==> src/rtl/clk_div_chain.sv <==
module clk_div_chain #(
  parameter int DIV_N    = 5,
  parameter int DIV_HIGH = 2,
  parameter int LEG_DIV  = 10
) (
  input  logic clk_in,
  input  logic rst,
  input  logic mode_sel,
  output logic clk_10m,
  output logic clk_5m,
  output logic clk_2m5,
  output logic clk_1m25,
  output logic clk_4m,
  output logic clk_1m
);
  localparam int TAPS  = 4;
  localparam int CW    = $clog2(DIV_N);
  localparam int LW    = $clog2(LEG_DIV);
  localparam int LHALF = LEG_DIV / 2;

  logic [TAPS-1:0] bin_q;
  logic [CW-1:0]   div5_q;
  logic            hi4_q;
  logic [1:0]      quad_q;
  logic [LW-1:0]   leg_q;
  logic            mode_hold;

  always_ff @(posedge clk_in) begin
    if (rst) bin_q <= '0;
    else     bin_q <= bin_q + 1'b1;
  end

  always_ff @(posedge clk_in) begin
    if (rst) begin
      div5_q <= '0;
      hi4_q  <= 1'b0;
    end else begin
      div5_q <= (div5_q == CW'(DIV_N - 1)) ? '0 : div5_q + 1'b1;
      hi4_q  <= (div5_q < CW'(DIV_HIGH));
    end
  end

  always_ff @(posedge clk_in) begin
    if (rst)                quad_q <= '0;
    else if (div5_q == '0)  quad_q <= quad_q + 1'b1;
  end

  always_ff @(posedge clk_in) begin
    if (rst)             leg_q <= '0;
    else if (!bin_q[0])  leg_q <= (leg_q == LW'(LEG_DIV - 1)) ? '0 : leg_q + 1'b1;
  end

  always_ff @(posedge clk_in) begin
    if (rst) mode_hold <= mode_sel;
  end

  assign clk_10m  = bin_q[0];
  assign clk_5m   = bin_q[1];
  assign clk_2m5  = bin_q[2];
  assign clk_1m25 = bin_q[3];
  assign clk_4m   = hi4_q;
  assign clk_1m   = mode_hold ? (leg_q >= LW'(LHALF)) : quad_q[1];
endmodule


==> config.mk <==
export PLATFORM = sky130hd
export DESIGN_NAME = clk_div_chain
export DESIGN_NICKNAME = d
export VERILOG_FILES = /design/src/rtl/clk_div_chain.sv
export SDC_FILE = /design/constraint.sdc
export NUM_CORES = 1
export LEC_CHECK = 0
export ABC_AREA = 1
export BUFFER_PORTS_ARGS = -buffer_cell sky130_fd_sc_hd__buf_2
export CAP_MARGIN = 20
export CORE_AREA = 2 2 51 53
export CTS_BUF_LIST = sky130_fd_sc_hd__clkbuf_4
export CTS_CLUSTER_DIAMETER = 50
export DETAILED_ROUTE_END_ITERATION = 10
export DIE_AREA = 0 0 53 55
export GPL_ROUTABILITY_DRIVEN = 0
export HOLD_SLACK_MARGIN = 0.02
export PLACE_DENSITY = 0.54
export RECOVER_POWER = 25
export SLEW_MARGIN = 5
export SYNTH_ARGS = -nofsm -noshare
export SYNTH_HDL_FRONTEND = slang
export SYNTH_SLANG_ARGS = --single-unit
==> constraint.sdc <==
create_clock -name clk_in -period 1.7 [get_ports clk_in]
set_clock_uncertainty 0.2 [all_clocks]
set_input_delay 0.17 -clock clk_in [delete_from_list [all_inputs] [get_ports clk_in]]
set_output_delay 0.17 -clock clk_in [all_outputs]
set_load 0.03 [all_outputs]
# ---- Word-level counts from Yosys, hierarchy flattened
# Cells that the tools add are included.
dict set report word_totals {
  input_bits 3
  out_inout_bits 6
  wordCells 18
  ff_bits 15
}
dict set report classes {
  n_mux 2
  magnitude_cmp 2
  n_reduce_logical 2
  add_sub_neg 4
  eq_ne 2
}
# cell n
set ops {}
lappend ops {{4-bit by 1-bit adder with 4-bit output (second input constant)} 2}
lappend ops {{4-bit == test (second input constant)} 1}
lappend ops {{4-bit by 3-bit greater-or-equal comparator with 1-bit output (second input constant)} 1}
lappend ops {{4-bit two-way mux} 1}
lappend ops {{3-bit by 1-bit adder with 3-bit output (second input constant)} 1}
lappend ops {{3-bit == test (second input constant)} 1}
lappend ops {{3-bit logical NOT} 1}
lappend ops {{3-bit by 2-bit < comparator with 1-bit output (second input constant)} 1}
lappend ops {{2-bit by 1-bit adder with 2-bit output (second input constant)} 1}
lappend ops {{2-bit OR reduction} 1}
lappend ops {{1-bit two-way mux} 1}

# ---- Longest topological paths before layout
# Gate-level depths: netlist of the first run.
dict set report depth {
  ltp_word 2
  depth_mapped 7
  ltp_nobuf 7
}

# ---- Least setup slack after synthesis of the first run
# No wires, ideal clock.
dict set report synth_path {
  path_type {reg-to-output}
  start {reg mode_hold}
  end {out clk_1m}
  path_stages_with_launch 4
  t_required_ns 1.330
  slack_ns 0.369
  n_path_buf 0
  arrival_ns 0.961
  path_cell_list {edfxtp_1 -> inv_1 -> nor2_1 -> a22oi_1}
}
dict set report synth_between {
  elab_chain_cells 1
}
# element line
set synth_rtl {}
lappend synth_rtl {{from (decl)} 26} ;# logic mode_hold;
lappend synth_rtl {{from (signal assigned)} 54} ;# if (rst) mode_hold <= mode_sel;
lappend synth_rtl {{1-bit two-way mux} 62} ;# assign clk_1m = mode_hold ? (leg_q >= LW'(LHALF)) : quad_q[1];
lappend synth_rtl {{to (decl)} 14} ;# output logic clk_1m
# No other way between the ends.

# ---- Final worst setup path of the first run
dict set report layout_path {
  start {reg leg_q[2]}
  end {out clk_1m}
}
dict set report layout_between {
  elab_chain_cells 2
}
# element line
set layout_rtl {}
lappend layout_rtl {{from (decl)} 25} ;# logic [LW-1:0] leg_q;
lappend layout_rtl {{from (signal assigned)} 50} ;# else if (!bin_q[0]) leg_q <= (leg_q == LW'(LEG_DIV - 1)) ? '0 : leg_q + 1'b1;
lappend layout_rtl {{4-bit by 3-bit greater-or-equal comparator with 1-bit output} 62}
lappend layout_rtl {{1-bit two-way mux} 62}
# No other way between the ends.

==> metrics.md, run 1 <==
| Metric | Value |
|---|---|
| Status | completed |
| Total clock sinks | 15 |
| Crit path capture type | output port |
| Initial Utilization | 0.2667 |
| Syn_nets | 84 |
| Detailed Route Iter0 Violations | 14 |
| Slew @ Worst Pin | 424.0 ps |
| M2 GR Usage | 0.1479 |
| Final Hold Violating Endpoints | 0 |
| Met3 usage | 0.02151 |
| Critical path required time | 1330 ps |
| Remaining Overflow, GRT | 0 |
| TritonCTS clock tree | built |
| Hold crit path type | reg -> reg |
| Initial antenna violation count | 0 |
| H-tree levels | 1 |
| Largest net degree at the start of global routing | 10 |
| Syn-to-layout area delta | 17.86% |
| Pre-CTS setup slack | 479.5 ps |
| Final setup vio count | 0 |
| Period utilization | 0.8989 |
| GRT Total Usage | 0.09185 |
| Yosys cell types | 18 |
| IO Pins | 9 |
| Nets | 98 |
| Crit-path slowest cell | dfxtp_1 |
| Worst Reg2Reg Path Length in Cells | 7 |
| Deepest clock path buffer count | 2 |
| Clk slew on worst S/H paths | 90 ps |
| Crit path launch type | flop |
| P_int | 521.5 uW |
| FMAX | 654.4 MHz |
| Max incr delay on CP | 390 ps |
| Slew headroom | 0.7173 |
| P per Cell Area | 996.7 mW/mm^2 |
| Worst r2r src | div5_q[0]$_SDFF_PP0_ |
| Vias in the first global route | 476 |
| Crit Path Category | reg -> out |
| Max Cap Violations | 0 |
| Post CTS Setup Buffer Count | 0 |
| Comb pwr share | 0.168 |
| PnR worst setup slack | 171.8 ps |
| Post-Route WL | 1067 um |
| PostCTS Resize Cnt | 0 |
| Clock group share of total power | 0.276 |
| Remaining antenna violation count after routing | 0 |
| First-pass GRT wire length | 1883 um |
| Diodes inserted | 0 |
| Detail-routed net length per standard cell | 8.818 um |
| Seq/Total Area, Yosys | 0.4921 |
| CTS Buf Count | 3 |
| Max IR drop VDD | 0.5860 mV |
| Layout cells sized above 1 | 0.1648 |
| Grt peak-use layer | met2 |
| Met1 Use GR | 0.09704 |
| DRC violations left | 0 |
| Arrival time worst endpoint | 1160 ps |
| Hold Path Origin | div5_q[0]$_SDFF_PP0_ |
| Crit-path max FO | 5 |
| Crit-path cells | o21ai_0, a22oi_1, buf_2 |
| Worst skew pair latency | 290 ps |
| RR Endpoint | quad_q[1]$_SDFFE_PP0N_ |
| Die ar. | 0.002915 mm^2 |
| Sum of net half-perimeters after detailed placement | 837.7 um |
| CTS Hold Bufs | 2 |
| Hold depth | 1 |
| Pleak | 0.0003443 uW |
| Fin util | 0.3143 |
| Vias post-DR | 516 |
| #FFs+latches synth | 15 |
| Synth warn | 0 |
| Via density | 4.264 |
| RSZ-0062 raised after global routing | false |
| Sw frac | 0.2960 |
| Final Max Slew Viols | 0 |
| Reg2Reg Setup Slack | 460 ps |
| Post-Synthesis Cells | 78 |
| Core Area | 0.002365 mm^2 |
| # rows | 18 |
| Fin Setup TNS | 0 ps |
| Buffers on Ports | 8 |
| Clk root buf | clkbuf_4 |
| Seq pwr share | 0.556 |
| Die width | 53 um |
| First-pass DRT Iterations | 4 |
| Mean Syn Cell Area | 8.085 um^2 |
| Vert. Die Dim | 55 um |
| Tmin final | 1528 ps |
| Mapped cell area | 630.6 um^2 |
| Hold path endpoint | div5_q[0]$_SDFF_PP0_ |
| Sw Pwr | 219.2 uW |
-- layer usage --
metal,routed length [um],part of all wire,up-vias
met1,458,0.43,232
met4,45,0.042,0
met2,512,0.48,12
met3,50,0.047,5
li1,-,-,267
met5,0,0,-
-- Yosys cell counts --
cell / number / area, um^2
nor2_4: 1 / 11.26
xnor2_1: 2 / 17.52
nor2_2: 1 / 6.260
o21ai_0: 4 / 20.02
edfxtp_1: 1 / 30.03
nand2_1: 13 / 48.80
nor3_1: 2 / 10.01
ha_1: 3 / 37.54
nor2_1: 10 / 37.54
nand4_1: 1 / 6.260
inv_1: 15 / 56.30
a21oi_1: 4 / 20.02
nand2_2: 1 / 6.260
buf_6: 1 / 11.26
a21oi_2: 1 / 8.760
a22oi_1: 1 / 7.510
nand3_1: 3 / 15.01
dfxtp_1: 14 / 280.3
-- placed cells by master (no fill, tap or decap), drive strengths merged --
master       instances
a22oi                1
inv                 15
nand3                3
ha                   3
dlygate4sd3          2
o21ai                4
clkbuf               4
xnor2                2
dfxtp               14
buf                  7
edfxtp               1
nor2                12
nand2               14
clkinv               1
a21oi                5
nand4                1
nor3                 2
-- through the flow --
stage	area, um^2	total power (uW)	std cells	hold slack, ps
after floorplan	630.6	513.1	78	68.87
after global placement	696.9	538.1	115	146.9
after detailed placement	696.9	543.3	115	156.3
after CTS	744.5	753.6	121	254.2
after global routing	743.2	783.0	121	277.3
final	743.2	740.7	121	248.3
-- worst max-delay path, delay by kind of cell, from the launching register on --
family | cells | cell delay, ps
AO/OA/AOI/OAI | 2 | 250
buffers and inverters | 1 | 220
flip-flops | 1 | 390
-- worst max path at each step --
stage	startpoint	endpoint	slack, ps	depth (start not counted)
6_report	leg_q[2]$_SDFFE_PP0N_	clk_1m	170	3
5_1_grt	leg_q[2]$_SDFFE_PP0N_	clk_1m	120	3
4_1_cts	leg_q[2]$_SDFFE_PP0N_	clk_1m	150	3
3_5_place_dp	div5_q[0]$_SDFF_PP0_	quad_q[1]$_SDFFE_PP0N_	480	7
3_3_place_gp	leg_q[2]$_SDFFE_PP0N_	clk_1m	490	3
2_1_floorplan	mode_hold$_DFFE_PP_	clk_1m	370	3
-- state kept, by name (all words and copies together), names as in the netlist --
| register | flops |
|---|---|
| bin_q | 4 |
| leg_q | 4 |
| div5_q | 3 |
| quad_q | 2 |
| clk_4m | 1 |
| mode_hold | 1 |
-- cell type report --
type	instances	area (um^2)
Timing Repair Buffer	10	58.81
Sequential cell	15	310.3
Multi-Input combinational cell	47	252.7
Inverter	15	56.30
Fill cell	253	1622
Clock inverter	1	5.005
Clock buffer	3	22.52
Tap cell	30	37.54
-- power groups by stage --
stage          combinational (uW)  clock (uW)  sequential (uW)
3_5_place_dp                  123           0              420
6_report                      124         205              412
5_1_grt                       141         224              418
3_3_place_gp                  119           0              420
2_1_floorplan                78.4           0              435
4_1_cts                       127         214              412
-- cell families (layout without fill, tap and decap cells) --
family,count (synthesis),after routing,share of synthesized area
compound gates,10,10,0.08930
flops,15,15,0.4921
simple gates,32,32,0.2242
xor+xnor,2,2,0.02778
fa+ha+maj,3,3,0.05953
buf+inv,16,29,0.1071
Power figures use the tool's default switching activity.
==> run 2: changes to the inputs <==
--- a/config.mk
+++ b/config.mk
@@ -17,6 +17,7 @@
 export HOLD_SLACK_MARGIN = 0.02
 export PLACE_DENSITY = 0.54
 export RECOVER_POWER = 25
+export SETUP_SLACK_MARGIN = 0.5
 export SLEW_MARGIN = 5
 export SYNTH_ARGS = -nofsm -noshare
 export SYNTH_HDL_FRONTEND = slang
==> run 2 against run 1 <==
  * Sequential share of layout area is 5.4 points lower
  * Critical path depth is 1 higher
  * Total power is 12% higher
  * Worst hold slack worse by 28 ps
  * Cell count is 4.1% higher
  * Clock power is 5% higher
  * Register-to-register slack hardly changed
  * Cell area is 20% higher
  * Die area stayed put
  * Highest routed layer unchanged
==> metrics.md, run 2 (synthesis gave the netlist of run 1 again) <==
| Metric | Value |
|---|---|
| FILL cells | 256 (+1.2%) |
| Diodes inserted | 0 (unchanged) |
| Cell Area, Placed | 704.4 um^2 (+1.1%) |
| First-pass DRT Iterations | 4 (unchanged) |
| Detailed Route Iter0 Violations | 6 (-8) |
| Period utilization | 0.8407 (-0.05828) |
| Syn-to-layout area delta | 40.87% |
| Arrival time worst endpoint | 1060 ps (-100 ps) |
| TritonCTS clock tree | built |
| CTS Buf Count | 3 (unchanged) |
| Detail-routed net length per standard cell | 9.825 um (+11%) |
| Final Cell Area | 888.4 um^2 (+20%) |
| Crit-path max FO | 2 (-3) |
| Cell Count, Final, Fillers Out | 126 (+4.1%) |
| Die width | 53 um (unchanged) |
| Fin Setup TNS | 0 ps (unchanged) |
| Initial antenna violation count | 0 (unchanged) |
| Clk root buf | clkbuf_4 |
| Largest net degree at the start of global routing | 9 (-1) |
| PnR worst setup slack | 270.9 ps (+99.08 ps) |
| IO Pins | 9 (unchanged) |
| Tmin final | 1429 ps (-99.08 ps) |
| Die ar. | 0.002915 mm^2 (unchanged) |
| Hold Path Origin | div5_q[0]$_SDFF_PP0_ |
| First-pass GRT wire length | 1980 um (+5.2%) |
| Top flop regs | bin_q x4, leg_q x4, div5_q x3 |
| Vias post-DR | 520 (+0.78%) |
| Sum of net half-perimeters after detailed placement | 782.2 um (-6.6%) |
| Core Area | 0.002365 mm^2 (unchanged) |
| Initial Utilization | 0.2667 (unchanged) |
| Layout cells sized above 1 | 0.3958 (+0.2310) |
| Final setup vio count | 0 (unchanged) |
| Worst skew pair latency | 270 ps (-20 ps) |
| Via density | 4.127 (-3.2%) |
| FMAX | 699.7 MHz (+6.9%) |
| Remaining Overflow, GRT | 0 (unchanged) |
| Max incr delay on CP | 390 ps (about the same) |
| # rows | 18 (unchanged) |
| Deepest clock path buffer count | 2 (unchanged) |
| Crit-path cells | inv_2, nor2_1, a22oi_2, buf_6 |
| Pleak | 0.0003766 uW (+9.4%) |
| Commonest non-fill, non-tap cell in the layout | inv_1 |
| Total clock sinks | 15 (unchanged) |
| Slew headroom | 0.7965 (+0.07916) |
| RSZ-0062 raised after global routing | true |
| Slew @ Worst Pin | 305.3 ps (-118.7 ps) |
| Crit Path Category | reg -> out |
| Vert. Die Dim | 55 um (unchanged) |
| Dpl cells | 115 (unchanged) |
| Pre-CTS setup slack | 475.7 ps (-3.745 ps) |
| Status | completed |
| Clk slew on worst S/H paths | 90 ps (about the same) |
| Most frequent cells in the layout | inv_1 (11), nand2_1 (10), nor2_1 (9) |
| Final Hold Violating Endpoints | 0 (unchanged) |
| Buffers on Ports | 8 (unchanged) |
| Hold crit path type | reg -> reg |
| P per Cell Area | 929.7 mW/mm^2 (-6.7%) |
| Worst r2r src | bin_q[0]$_SDFF_PP0_ |
| GRT Total Usage | 0.09614 (+0.004294) |
| Post-Route WL | 1238 um (+16%) |
| Final Max Slew Viols | 0 (unchanged) |
| Nets | 103 (+5.1%) |
| Max IR drop VDD | 0.4998 mV (-15%) |
| CP Launch Point | mode_hold$_DFFE_PP_ |
| Max Cap Violations | 0 (unchanged) |
| H-tree levels | 1 (unchanged) |
| Crit-path slowest cell | edfxtp_1 |
| Vias in the first global route | 505 (+6.1%) |
| Crit path capture type | output port |
| Critical path required time | 1330 ps (about the same) |
| Remaining antenna violation count after routing | 0 (unchanged) |
| Crit path launch type | flop |
| DRC violations left | 0 (unchanged) |
-- run 2: cell count changes in the layout (fill, tap and decap cells not counted), sizes merged --
cell	previous run	this run
buf	7	11
clkbuf	4	5
clkdlybuf4s25	0	1
clkinv	1	0
-- run 2: where the power goes --
part,switching [uW],internal (uW),leakage [uW],total (uW)
registers,27.4,389,0.000128,417
clock network,109,107,0.0000184,215
logic,104,89.9,0.000230,194
-- run 2: what timing repair did --
item	CTS	global route
hold buffers	3	0
endpoints found under the setup margin	7	16
gates resized for setup	16	23
hold endpoints to repair	9	0
pin swaps	3	8
buffers inserted	4	0
-- run 2: layout make-up --
| type | instances | area, um^2 | area share |
|---|---|---|---|
| inverters | 15 | 56.30 | 0.06338 |
| clock buffers | 4 | 30.03 | 0.03380 |
| flip-flops and latches | 15 | 322.8 | 0.3634 |
| well taps | 30 | 37.54 | 0.04225 |
| multi-input cells | 47 | 314.1 | 0.3535 |
| repair buffers | 15 | 127.6 | 0.1437 |
-- run 2: worst max-delay path: cells and delay by family, from the launching register on --
kind	cells	cell delay (ps)
AO/OA/AOI/OAI	1	130
AND/OR/NAND/NOR	1	40
flip-flops	1	390
buffers and inverters	2	220
-- run 2: path summary, 6_finish.rpt --
path / end / depth (start not counted) / slack [ps]
min reg2reg: div5_q[0]$_SDFF_PP0_ / 1 / 220
max: clk_1m / 4 / 270
max reg2reg: bin_q[2]$_SDFF_PP0_ / 4 / 450
min: div5_q[0]$_SDFF_PP0_ / 1 / 220
-- run 2: per-layer routing --
metal | global-route usage | share of wire | vias up
met5 | 0 | 0 | -
met4 | 0.07692 | 0.014 | 0
met3 | 0.01613 | 0.032 | 2
met2 | 0.1750 | 0.52 | 5
met1 | 0.09784 | 0.43 | 235
li1 | - | - | 278
-- run 2: metrics by stage --
step                      hold slack, ps  power (uW)  utilization
after floorplan                    68.87       516.5            -
after CTS                          221.2       800.0       0.3487
final                              220.8       825.9       0.3757
after detailed placement           153.6       544.8       0.2979
after global placement             146.9       542.0       0.2979
after global routing               240.8       874.6       0.3757
